File: src/rtl/fr_pkg.sv
package fr_pkg;
    typedef enum logic [1:0] {
        ST_IDLE,
        ST_FETCH,
        ST_RESP_ARR,
        ST_RESP_BUF
    } fr_state_e;
endpackage

File: src/rtl/fr_next_addr.sv
module fr_next_addr #(
    parameter int P  = 16,
    parameter int W  = 8,
    localparam int TOTAL = P * W,
    localparam int WA    = $clog2(TOTAL),
    localparam int OFFW  = $clog2(W),
    localparam int AW    = WA + 1
) (
    input  logic [AW-1:0] addr,
    output logic [AW-1:0] nxt,
    output logic          ok
);
    localparam logic [WA-1:0]   LAST_MAIN = WA'(TOTAL - 1);
    localparam logic [OFFW-1:0] LAST_OFF  = OFFW'(W - 1);

    always_comb begin
        if (addr[AW-1]) begin
            ok  = (addr[OFFW-1:0] != LAST_OFF);
            nxt = {1'b1, {(WA-OFFW){1'b0}}, addr[OFFW-1:0] + OFFW'(1)};
        end else begin
            ok  = (addr[WA-1:0] < LAST_MAIN);
            nxt = {1'b0, addr[WA-1:0] + WA'(1)};
        end
    end
endmodule

File: src/rtl/fr_nxt_buf.sv
module fr_nxt_buf #(
    parameter int AW = 8,
    parameter int DW = 32
) (
    input  logic          clk,
    input  logic          rst_n,
    input  logic          clr,
    input  logic          fill,
    input  logic [AW-1:0] fill_tag,
    input  logic [DW-1:0] fill_data,
    input  logic [AW-1:0] look_addr,
    output logic          hit,
    output logic          valid,
    output logic [DW-1:0] data
);
    typedef struct packed {
        logic          vld;
        logic [AW-1:0] tag;
        logic [DW-1:0] dat;
    } buf_t;

    buf_t b_d, b_q;

    always_comb begin
        b_d = b_q;
        if (clr) begin
            b_d.vld = 1'b0;
        end else if (fill) begin
            b_d.vld = 1'b1;
            b_d.tag = fill_tag;
            b_d.dat = fill_data;
        end
    end

    always_ff @(posedge clk) begin
        if (!rst_n) b_q <= '0;
        else        b_q <= b_d;
    end

    assign hit   = b_q.vld && (b_q.tag == look_addr);
    assign valid = b_q.vld;
    assign data  = b_q.dat;
endmodule

File: src/rtl/flash_rd_ctrl.sv
module flash_rd_ctrl #(
    parameter int P  = 16,
    parameter int W  = 8,
    parameter int DW = 32,
    localparam int WA = $clog2(P * W),
    localparam int AW = WA + 1
) (
    input  logic          clk,
    input  logic          rst_n,
    input  logic          cfg_we,
    input  logic          cfg_ws,
    input  logic          rd_valid,
    output logic          rd_ready,
    input  logic [AW-1:0] rd_addr,
    output logic          rsp_valid,
    output logic [DW-1:0] rsp_data,
    output logic          pa_en,
    output logic [AW-1:0] pa_addr,
    input  logic [DW-1:0] pa_rdata,
    output logic          pb_en,
    output logic [AW-1:0] pb_addr,
    input  logic [DW-1:0] pb_rdata
);
    import fr_pkg::*;

    typedef struct packed {
        fr_state_e     st;
        logic          ws;
        logic [AW-1:0] addr;
        logic [DW-1:0] data;
        logic          pend;
    } regs_t;

    regs_t r_d, r_q;

    logic          ws_chg;
    logic [AW-1:0] nxt_addr;
    logic          nxt_ok;
    logic          buf_clr, buf_fill, buf_hit, buf_valid, clr_fetch;
    logic [DW-1:0] buf_data;

    fr_next_addr #(.P(P), .W(W)) i_nxt (
        .addr (r_q.addr),
        .nxt  (nxt_addr),
        .ok   (nxt_ok)
    );

    fr_nxt_buf #(.AW(AW), .DW(DW)) i_buf (
        .clk       (clk),
        .rst_n     (rst_n),
        .clr       (buf_clr),
        .fill      (buf_fill),
        .fill_tag  (nxt_addr),
        .fill_data (pb_rdata),
        .look_addr (rd_addr),
        .hit       (buf_hit),
        .valid     (buf_valid),
        .data      (buf_data)
    );

    assign ws_chg  = cfg_we && (cfg_ws != r_q.ws);
    assign buf_clr = ws_chg || clr_fetch;

    always_comb begin
        r_d       = r_q;
        rd_ready  = (r_q.st == ST_IDLE);
        rsp_valid = 1'b0;
        rsp_data  = '0;
        pa_en     = 1'b0;
        pa_addr   = '0;
        pb_en     = 1'b0;
        pb_addr   = '0;
        buf_fill  = 1'b0;
        clr_fetch = 1'b0;
        if (cfg_we) r_d.ws = cfg_ws;
        unique case (r_q.st)
            ST_IDLE: begin
                if (rd_valid) begin
                    r_d.addr = rd_addr;
                    if (!r_q.ws) begin
                        pa_en   = 1'b1;
                        pa_addr = rd_addr;
                        r_d.st  = ST_RESP_ARR;
                    end else if (buf_hit) begin
                        r_d.data = buf_data;
                        r_d.st   = ST_RESP_BUF;
                    end else begin
                        r_d.st = ST_FETCH;
                    end
                end
            end
            ST_FETCH: begin
                pa_en     = 1'b1;
                pa_addr   = r_q.addr;
                pb_en     = nxt_ok && r_q.ws;
                pb_addr   = nxt_addr;
                clr_fetch = !pb_en;
                r_d.pend  = pb_en && !ws_chg;
                r_d.st    = ST_RESP_ARR;
            end
            ST_RESP_ARR: begin
                rsp_valid = 1'b1;
                rsp_data  = pa_rdata;
                buf_fill  = r_q.pend;
                r_d.pend  = 1'b0;
                r_d.st    = ST_IDLE;
            end
            ST_RESP_BUF: begin
                rsp_valid = 1'b1;
                rsp_data  = r_q.data;
                r_d.st    = ST_IDLE;
            end
            default: r_d.st = ST_IDLE;
        endcase
    end

    always_ff @(posedge clk) begin
        if (!rst_n) begin
            r_q    <= '0;
            r_q.st <= ST_IDLE;
        end else begin
            r_q <= r_d;
        end
    end

    // a response never overlaps with readiness for a new request
    p_single_outstanding_r9: assert property (@(posedge clk) disable iff (!rst_n)
        rsp_valid |-> !rd_ready);

    // zero-wait read answers in the next cycle
    p_lat_zero_r2: assert property (@(posedge clk) disable iff (!rst_n)
        (rd_valid && rd_ready && !r_q.ws) |=> rsp_valid);

    // a one-wait miss answers two cycles after acceptance
    p_lat_miss_r4: assert property (@(posedge clk) disable iff (!rst_n)
        (rd_valid && rd_ready && r_q.ws && !buf_hit) |=> !rsp_valid ##1 rsp_valid);

    // port B only runs alongside port A, on another word
    p_port_pair_r4: assert property (@(posedge clk) disable iff (!rst_n)
        pb_en |-> (pa_en && pb_addr != pa_addr));

    // a hit answers next cycle without any array access
    p_hit_quiet_r5: assert property (@(posedge clk) disable iff (!rst_n)
        (rd_valid && rd_ready && r_q.ws && buf_hit) |=> (rsp_valid && !pa_en && !pb_en));

    // a setting change leaves the buffer empty
    p_cfg_clears_r6: assert property (@(posedge clk) disable iff (!rst_n)
        (cfg_we && cfg_ws != r_q.ws) |=> !buf_valid);
endmodule

File: config.mk
export PLATFORM = sky130hd
export DESIGN_NAME = flash_rd_ctrl
export DESIGN_NICKNAME = d
export VERILOG_FILES = /design/src/rtl/fr_pkg.sv /design/src/rtl/fr_next_addr.sv /design/src/rtl/fr_nxt_buf.sv /design/src/rtl/flash_rd_ctrl.sv
export SDC_FILE = /design/constraint.sdc
export NUM_CORES = 1
export LEC_CHECK = 0
export CAP_MARGIN = 20
export CORE_UTILIZATION = 42
export CTS_CLUSTER_SIZE = 10
export DETAILED_ROUTE_END_ITERATION = 6
export PLACE_DENSITY = 0.76
export SYNTH_ARGS = -nofsm -noshare
export SYNTH_HDL_FRONTEND = slang
export SYNTH_SLANG_ARGS = --single-unit
File: constraint.sdc
create_clock -name clk -period 1.9 [get_ports clk]
set_clock_uncertainty 0.15 [all_clocks]
set_input_delay 0.38 -clock clk [delete_from_list [all_inputs] [get_ports clk]]
set_output_delay 0.38 -clock clk [all_outputs]
set_load 0.1 [all_outputs]
# Yosys cells after proc, flatten, opt, wreduce, memory -nomap -nowiden
# Cells that the tools add are included.
# op_classes
mul	0
div_mod_pow	0
n_lt_le_gt_ge	1
mux	19
bitwise_logic	2
reduce_logical	14
n_addsub	2
n_shift	0
eq_ne	7
# op_table
op	n
32-bit case mux with 2 select lines	1
8-bit two-way mux	4
8-bit case mux with 2 select lines	1
8-bit == test	1
7-bit by 1-bit adder with 7-bit output (second input constant)	1
7-bit < comparator (second input constant)	1
1-bit two-way mux	7
2-bit two-way mux	3
2-bit case mux with 3 select lines	1
2-bit == test (second input constant)	2
1-bit logical AND	4
1-bit case mux with 2 select lines	2
2-bit AND reduction	2
4-bit AND reduction	1
2-bit OR reduction	2
3-bit by 1-bit adder with 3-bit output (second input constant)	1
3-bit inequality test (second input constant)	1
2-bit by 1-bit == test with 1-bit output (second input constant)	1
1-bit zero test	2
2-bit zero test	1
2-bit inequality test (second input constant)	1
1-bit inverter	2
2-bit nonzero test	1
1-bit logical OR	1
1-bit inequality test	1
# totals
out_inout_bits	52
elab_cells	53
latch_bits	0
inputBits	77
memories	0
rom_bits	0
register_bits	85
ram_bits	0

# Longest topological paths before layout
# depth
ltp_word	8
ltp_mapped	8
ltp_nobuf	6

# Modules after synthesis
# From an unflattened synthesis, not the netlist that was laid out.
# unflattened
cells_unflattened	520
area_unflattened_um2	4478.0
# by_module_without_submodules
mod	seq_area_each_um2	area_each_um2	cells_per_inst	n_inst
flash_rd_ctrl	880.8	2472.4	276	1
fr_nxt_buf	820.8	1841.8	221	1
fr_next_addr	0.0	163.9	23	1

# Worst setup path before layout
# Ideal clock, no wire load.
# synth_path
path_kind	register -> output
from	register r_q[43] (netlist name)
to	output pb_addr[3]
path_buffers	2
path_stages_with_launch	6
setup_slack_ns	-1.842
arrival_ns	3.212
path_cell_list	dfxtp_1 > inv_1 > ha_1 > buf_2 > clkbuf_1 > nor3b_1
# synth_between
elab_chain_len	2
# synth_lines
element	line_no	text
from (decl)	flash_rd_ctrl.sv:34	regs_t r_d, r_q;
from (signal assigned)	flash_rd_ctrl.sv:122	r_q <= r_d;
2-bit by 1-bit == test with 1-bit output	flash_rd_ctrl.sv:76	unique case (r_q.st)
8-bit two-way mux	flash_rd_ctrl.sv:76	
to (decl)	flash_rd_ctrl.sv:21	output logic [AW-1:0] pb_addr,
# No other way between the ends.

# Worst setup path in the final report
# layout_path
from	register r_q[42] (netlist name)
to	output pa_addr[2]
# layout_between
elab_chain_len	2
word_cells_on_any_way	3
# layout_lines
element	line_no	text
2-bit by 1-bit == test with 1-bit output / 2-bit zero test (equally long branches)	flash_rd_ctrl.sv:76	
8-bit case mux with 2 select lines *	flash_rd_ctrl.sv:76	
to (decl)	flash_rd_ctrl.sv:18	output logic [AW-1:0] pa_addr,
# Mark *: on every way between the ends. The rest lies on a longest branch, timed or not.

==> impl_metrics.yaml <==
floorplanning:
  floorplan.die.width_um: 100
  die-area_um2: 10100
  starting_density_pct: 43.6
  coreArea_um2: 9330
  io_pins: 129
  die_height_um: 100
  std_cell_rows: 35
timing:
  max_freq_ghz: 0.463
  report.final.slew_viol_count: 0
  period_share_pct: 114
  setup_repair_after_global_routing_missed_its_margin: "true"
  hold-worst-slack_ns: 0.298
  post-route-worst-setup-slack_ns: -0.261
  finalSetupViolCount: 99
  worst_slew_pin_slew_ns: 0.470
  relSlewSlack_pct: 68.7
  final_hold_viol_count: 0
  post-route-min-period_ns: 2.16
worst_setup_path:
  timing.critical_path.to_type: "output pin"
  critical_path_peak_fanout: 8
  critical_path.reg2reg.startpoint: "r_q[43]"
  reg2reg_slack_ns: -0.21
  critical-path-top-cell-by-count: "sky130_fd_sc_hd__buf_12"
  crit_slowest_cell: "sky130_fd_sc_hd__dfxtp_4"
  r2r_cells: 10
  crit_cells: 7
  worst_r2r_endpoint: "i_buf.data[7]"
  cp.arrival_ns: 1.63
  worst-setup-path-type: "flop to output pin"
  worstSetupStartpointType: "flop"
  critical_path.cell_chain: "inv_6 > ha_4 > nand2_4 > nor2_4 > buf_12 > a22o_4 > buf_12"
  crit_buf_inv: 3
  worstSetupStartpoint: "r_q[42]"
  worst-endpoint-required_ns: 1.37
  max_stage_delay_ns: 0.40
  worst_setup_path_endpoint: "pa_addr[2]"
  cell_family_with_most_cp_delay: "flip-flops"
cts:
  clock_tree.buffer_depth: 2
  cts.root.buffer_cell: "sky130_fd_sc_hd__clkbuf_8"
  tritoncts: "done"
  htree_levels: 3
  cts_hold_buffers: 0
  clock_sinks: 85
  worst_skew_pair.late_latency_ns: 0.36
  clk_pin_slew_worst_paths_ns: 0.10
  tritoncts.num_buffers: 9
power:
  internal_power_mw: 3.23
  pwr-share-seq_pct: 36.9
  powerDensity_nw_per_um2: 670
  p_sw_share_pct: 35.2
  vdd_ir_drop_max_v: 0.000432
  total_power_mw: 4.99
  power_frac_comb_pct: 37.7
  power.static_leakage_nw: 2.95
  switchingPower_mw: 1.76
  clock_power_share_pct: 25.4
yosys:
  syn-num-nets: 528
  synthFlopType: "sky130_fd_sc_hd__dfxtp_1"
  post-synth-top-count-cell: "sky130_fd_sc_hd__nand2_1"
  synth.yosys.warnings: 0
  synth_sequential_area_ratio_pct: 41.8
  syn-cell-area_um2: 4070
  netlist_instances: 444
  number_of_synthesized_flops_with_an_enable_pin: 0
  yosys-top-cells-count: "sky130_fd_sc_hd__nand2_1 (127), sky130_fd_sc_hd__dfxtp_1 (85), sky130_fd_sc_hd__mux2i_1 (70), sky130_fd_sc_hd__a22o_1 (39), sky130_fd_sc_hd__clkbuf_1 (23)"
  synthDominantAreaCellType: "sky130_fd_sc_hd__dfxtp_1"
  synthArstFlopShare_pct: 0
  synth.top_cells.by_area: "sky130_fd_sc_hd__dfxtp_1 (42%), sky130_fd_sc_hd__mux2i_1 (17%), sky130_fd_sc_hd__nand2_1 (12%)"
  yosys.cell_types.count: 43
  syn_area_per_cell_um2: 9.16
  yosysTopAreaCellShare_pct: 41.8
  yosys_register_bits: 85
run_status:
  outcome: "finished with violations"
  failed_checks: "setup timing"
route:
  drt.antenna.violating_nets: 0
  detail_route.wirelength.met1_um: 5150
  dr_wl_met3_um: 559
  dr.max_layer_used: "met4"
  met2WireLength_um: 7000
  routed-via-count: 3947
  route.detailed.wl_per_inst_um: 17.9
  drt_wl_total_um: 13300
  drt_pass1_iterations: 4
  post_drt_via_cell_ratio: 5.31
  drc: 0
  drt_first_iter_violations: 136
final_layout:
  areaGrowthSynthToFinish_pct: 82.9
  fin_util_pct: 79.8
  nFillCells: 561
  layout-drive-gt1-share_pct: 35.6
  finish.net_count: 693
  storage_element_area_um2: 1730
  area_occupied_by_multi_input_gates_um2: 2780
place:
  routabilityCongestion: 0.876
  io_buffer_count: 128
  dp.final_hpwl_um: 8760
  detailedPlace.worstSlack_ns: -0.499
job:
  max_capacitance_violation_total: 0
global_routing:
  track_usage_pct: 25.7
  grt_start_max_net_pins: 44
  grt-ovfl-total: 0
  wire_length_of_the_first_global_routing_pass_um: 20000
  antenna_found_initial: 0
  first_global_vias: 4148
worst_hold_path:
  hold_crit_class: "input port to flop"
[stage by stage]
step	instances	TNS (ns)	area [um2]
after global routing	742	-25.50	7440
after floorplan	444	-6.47	4540
final	743	-17.43	7440
after detailed placement	706	-24.80	6720
after CTS	735	-17.18	7260
after global placement	706	-20.11	6720
[state kept, by name (all words and copies together) (netlist names)]
name and count:
r_q 44, i_buf.data 32, i_buf.b_q 8, i_buf.valid 1
[worst reg2reg max path, delay by kind of cell (launching register included)]
kind	cells	cell delay [ns]
buffers and inverters	5	0.56
DFF	1	0.39
and+or+nand+nor	1	0.29
AOI/OAI and AO/OA	2	0.26
adders and majority gates	1	0.21
muxes	1	0.18
[layout by cell type (no fill, tap or decap), types with 2 or more instances in the layout]
cell,instances
sky130_fd_sc_hd__inv_6,2
sky130_fd_sc_hd__clkbuf_8,9
sky130_fd_sc_hd__a21oi_1,2
sky130_fd_sc_hd__nor2_4,2
sky130_fd_sc_hd__dfxtp_1,76
sky130_fd_sc_hd__nor2b_1,2
sky130_fd_sc_hd__buf_12,64
sky130_fd_sc_hd__dfxtp_2,4
sky130_fd_sc_hd__a21oi_2,2
sky130_fd_sc_hd__and2_1,2
sky130_fd_sc_hd__o21a_1,2
sky130_fd_sc_hd__buf_16,4
sky130_fd_sc_hd__nand3_4,2
sky130_fd_sc_hd__xnor2_1,6
sky130_fd_sc_hd__mux2i_1,69
sky130_fd_sc_hd__and3_4,3
sky130_fd_sc_hd__clkdlybuf4s50_1,69
sky130_fd_sc_hd__clkinv_2,2
sky130_fd_sc_hd__and2_4,4
sky130_fd_sc_hd__xnor2_2,2
sky130_fd_sc_hd__nand2_4,2
sky130_fd_sc_hd__or2_4,2
sky130_fd_sc_hd__a21boi_0,9
sky130_fd_sc_hd__a22o_4,39
sky130_fd_sc_hd__ha_4,5
sky130_fd_sc_hd__buf_6,12
sky130_fd_sc_hd__nand2b_1,4
sky130_fd_sc_hd__buf_4,30
sky130_fd_sc_hd__buf_8,2
sky130_fd_sc_hd__dlymetal6s2s_1,6
sky130_fd_sc_hd__dfxtp_4,5
sky130_fd_sc_hd__nand2_1,126
sky130_fd_sc_hd__clkinv_4,2
sky130_fd_sc_hd__nand4_1,2
sky130_fd_sc_hd__o21ai_0,5
sky130_fd_sc_hd__nand3_1,2
[repair_timing]
action	4_1_cts	5_1_grt
buffers inserted	11	6
endpoints found under the setup margin	92	123
gates cloned	4	1
endpoints found under the hold margin	0	0
pin swaps	10	26
gates resized for setup	45	30
[how the worst min path moves through the flow]
stage | from | end | slack [ns] | cells after the start
2_1_floorplan | i_buf.data[0] | i_buf.data[0] | 0.29 | 2
3_3_place_gp | i_buf.data[19] | r_q[20] | 0.30 | 2
5_1_grt | rd_addr[4] | r_q[37] | 0.30 | 4
4_1_cts | i_buf.data[31] | r_q[32] | 0.32 | 2
6_report | rd_addr[4] | r_q[37] | 0.30 | 4
3_5_place_dp | i_buf.data[20] | r_q[21] | 0.31 | 2
[final cells by class]
type                            count  share of cell area [%]
Antenna cell                        1                  0.0336
Inverter                            2                   0.235
Tap cell                          129                    2.17
Multi-Input combinational cell    323                    37.3
Clock inverter                      6                   0.874
Clock buffer                        9                    1.66
Sequential cell                    85                    23.2
Timing Repair Buffer              188                    34.6
[kinds of logic (layout without fill, tap and decap cells)]
group	after synthesis	count (layout)	synth area share, %
fa+ha+maj	7	7	2.15
buf+inv	36	205	4.49
other cells	0	1	0
flops	85	85	41.8
simple gates	168	168	18.7
mux	71	71	17.5
compound gates	66	66	12.9
xor+xnor	11	11	2.37
[power by group through the flow]
| stage | Combinational (mW) | Sequential [mW] | Clock, mW |
|---|---|---|---|
| 3_3_place_gp | 1.73 | 1.87 | 0 |
| 4_1_cts | 1.82 | 1.84 | 1.26 |
| 2_1_floorplan | 1.06 | 1.87 | 0 |
| 3_5_place_dp | 1.76 | 1.87 | 0 |
| 5_1_grt | 1.94 | 1.84 | 1.35 |
| 6_report | 1.88 | 1.84 | 1.27 |
[metal layers]
| layer | vias to the layer above | global-route usage, % |
|---|---|---|
| li1 | 1867 | - |
| met1 | 1916 | 28.3 |
| met2 | 126 | 46.9 |
| met3 | 38 | 4.46 |
| met4 | 0 | 13.5 |
| met5 | - | 0 |
(Power assumes the default switching activity.)
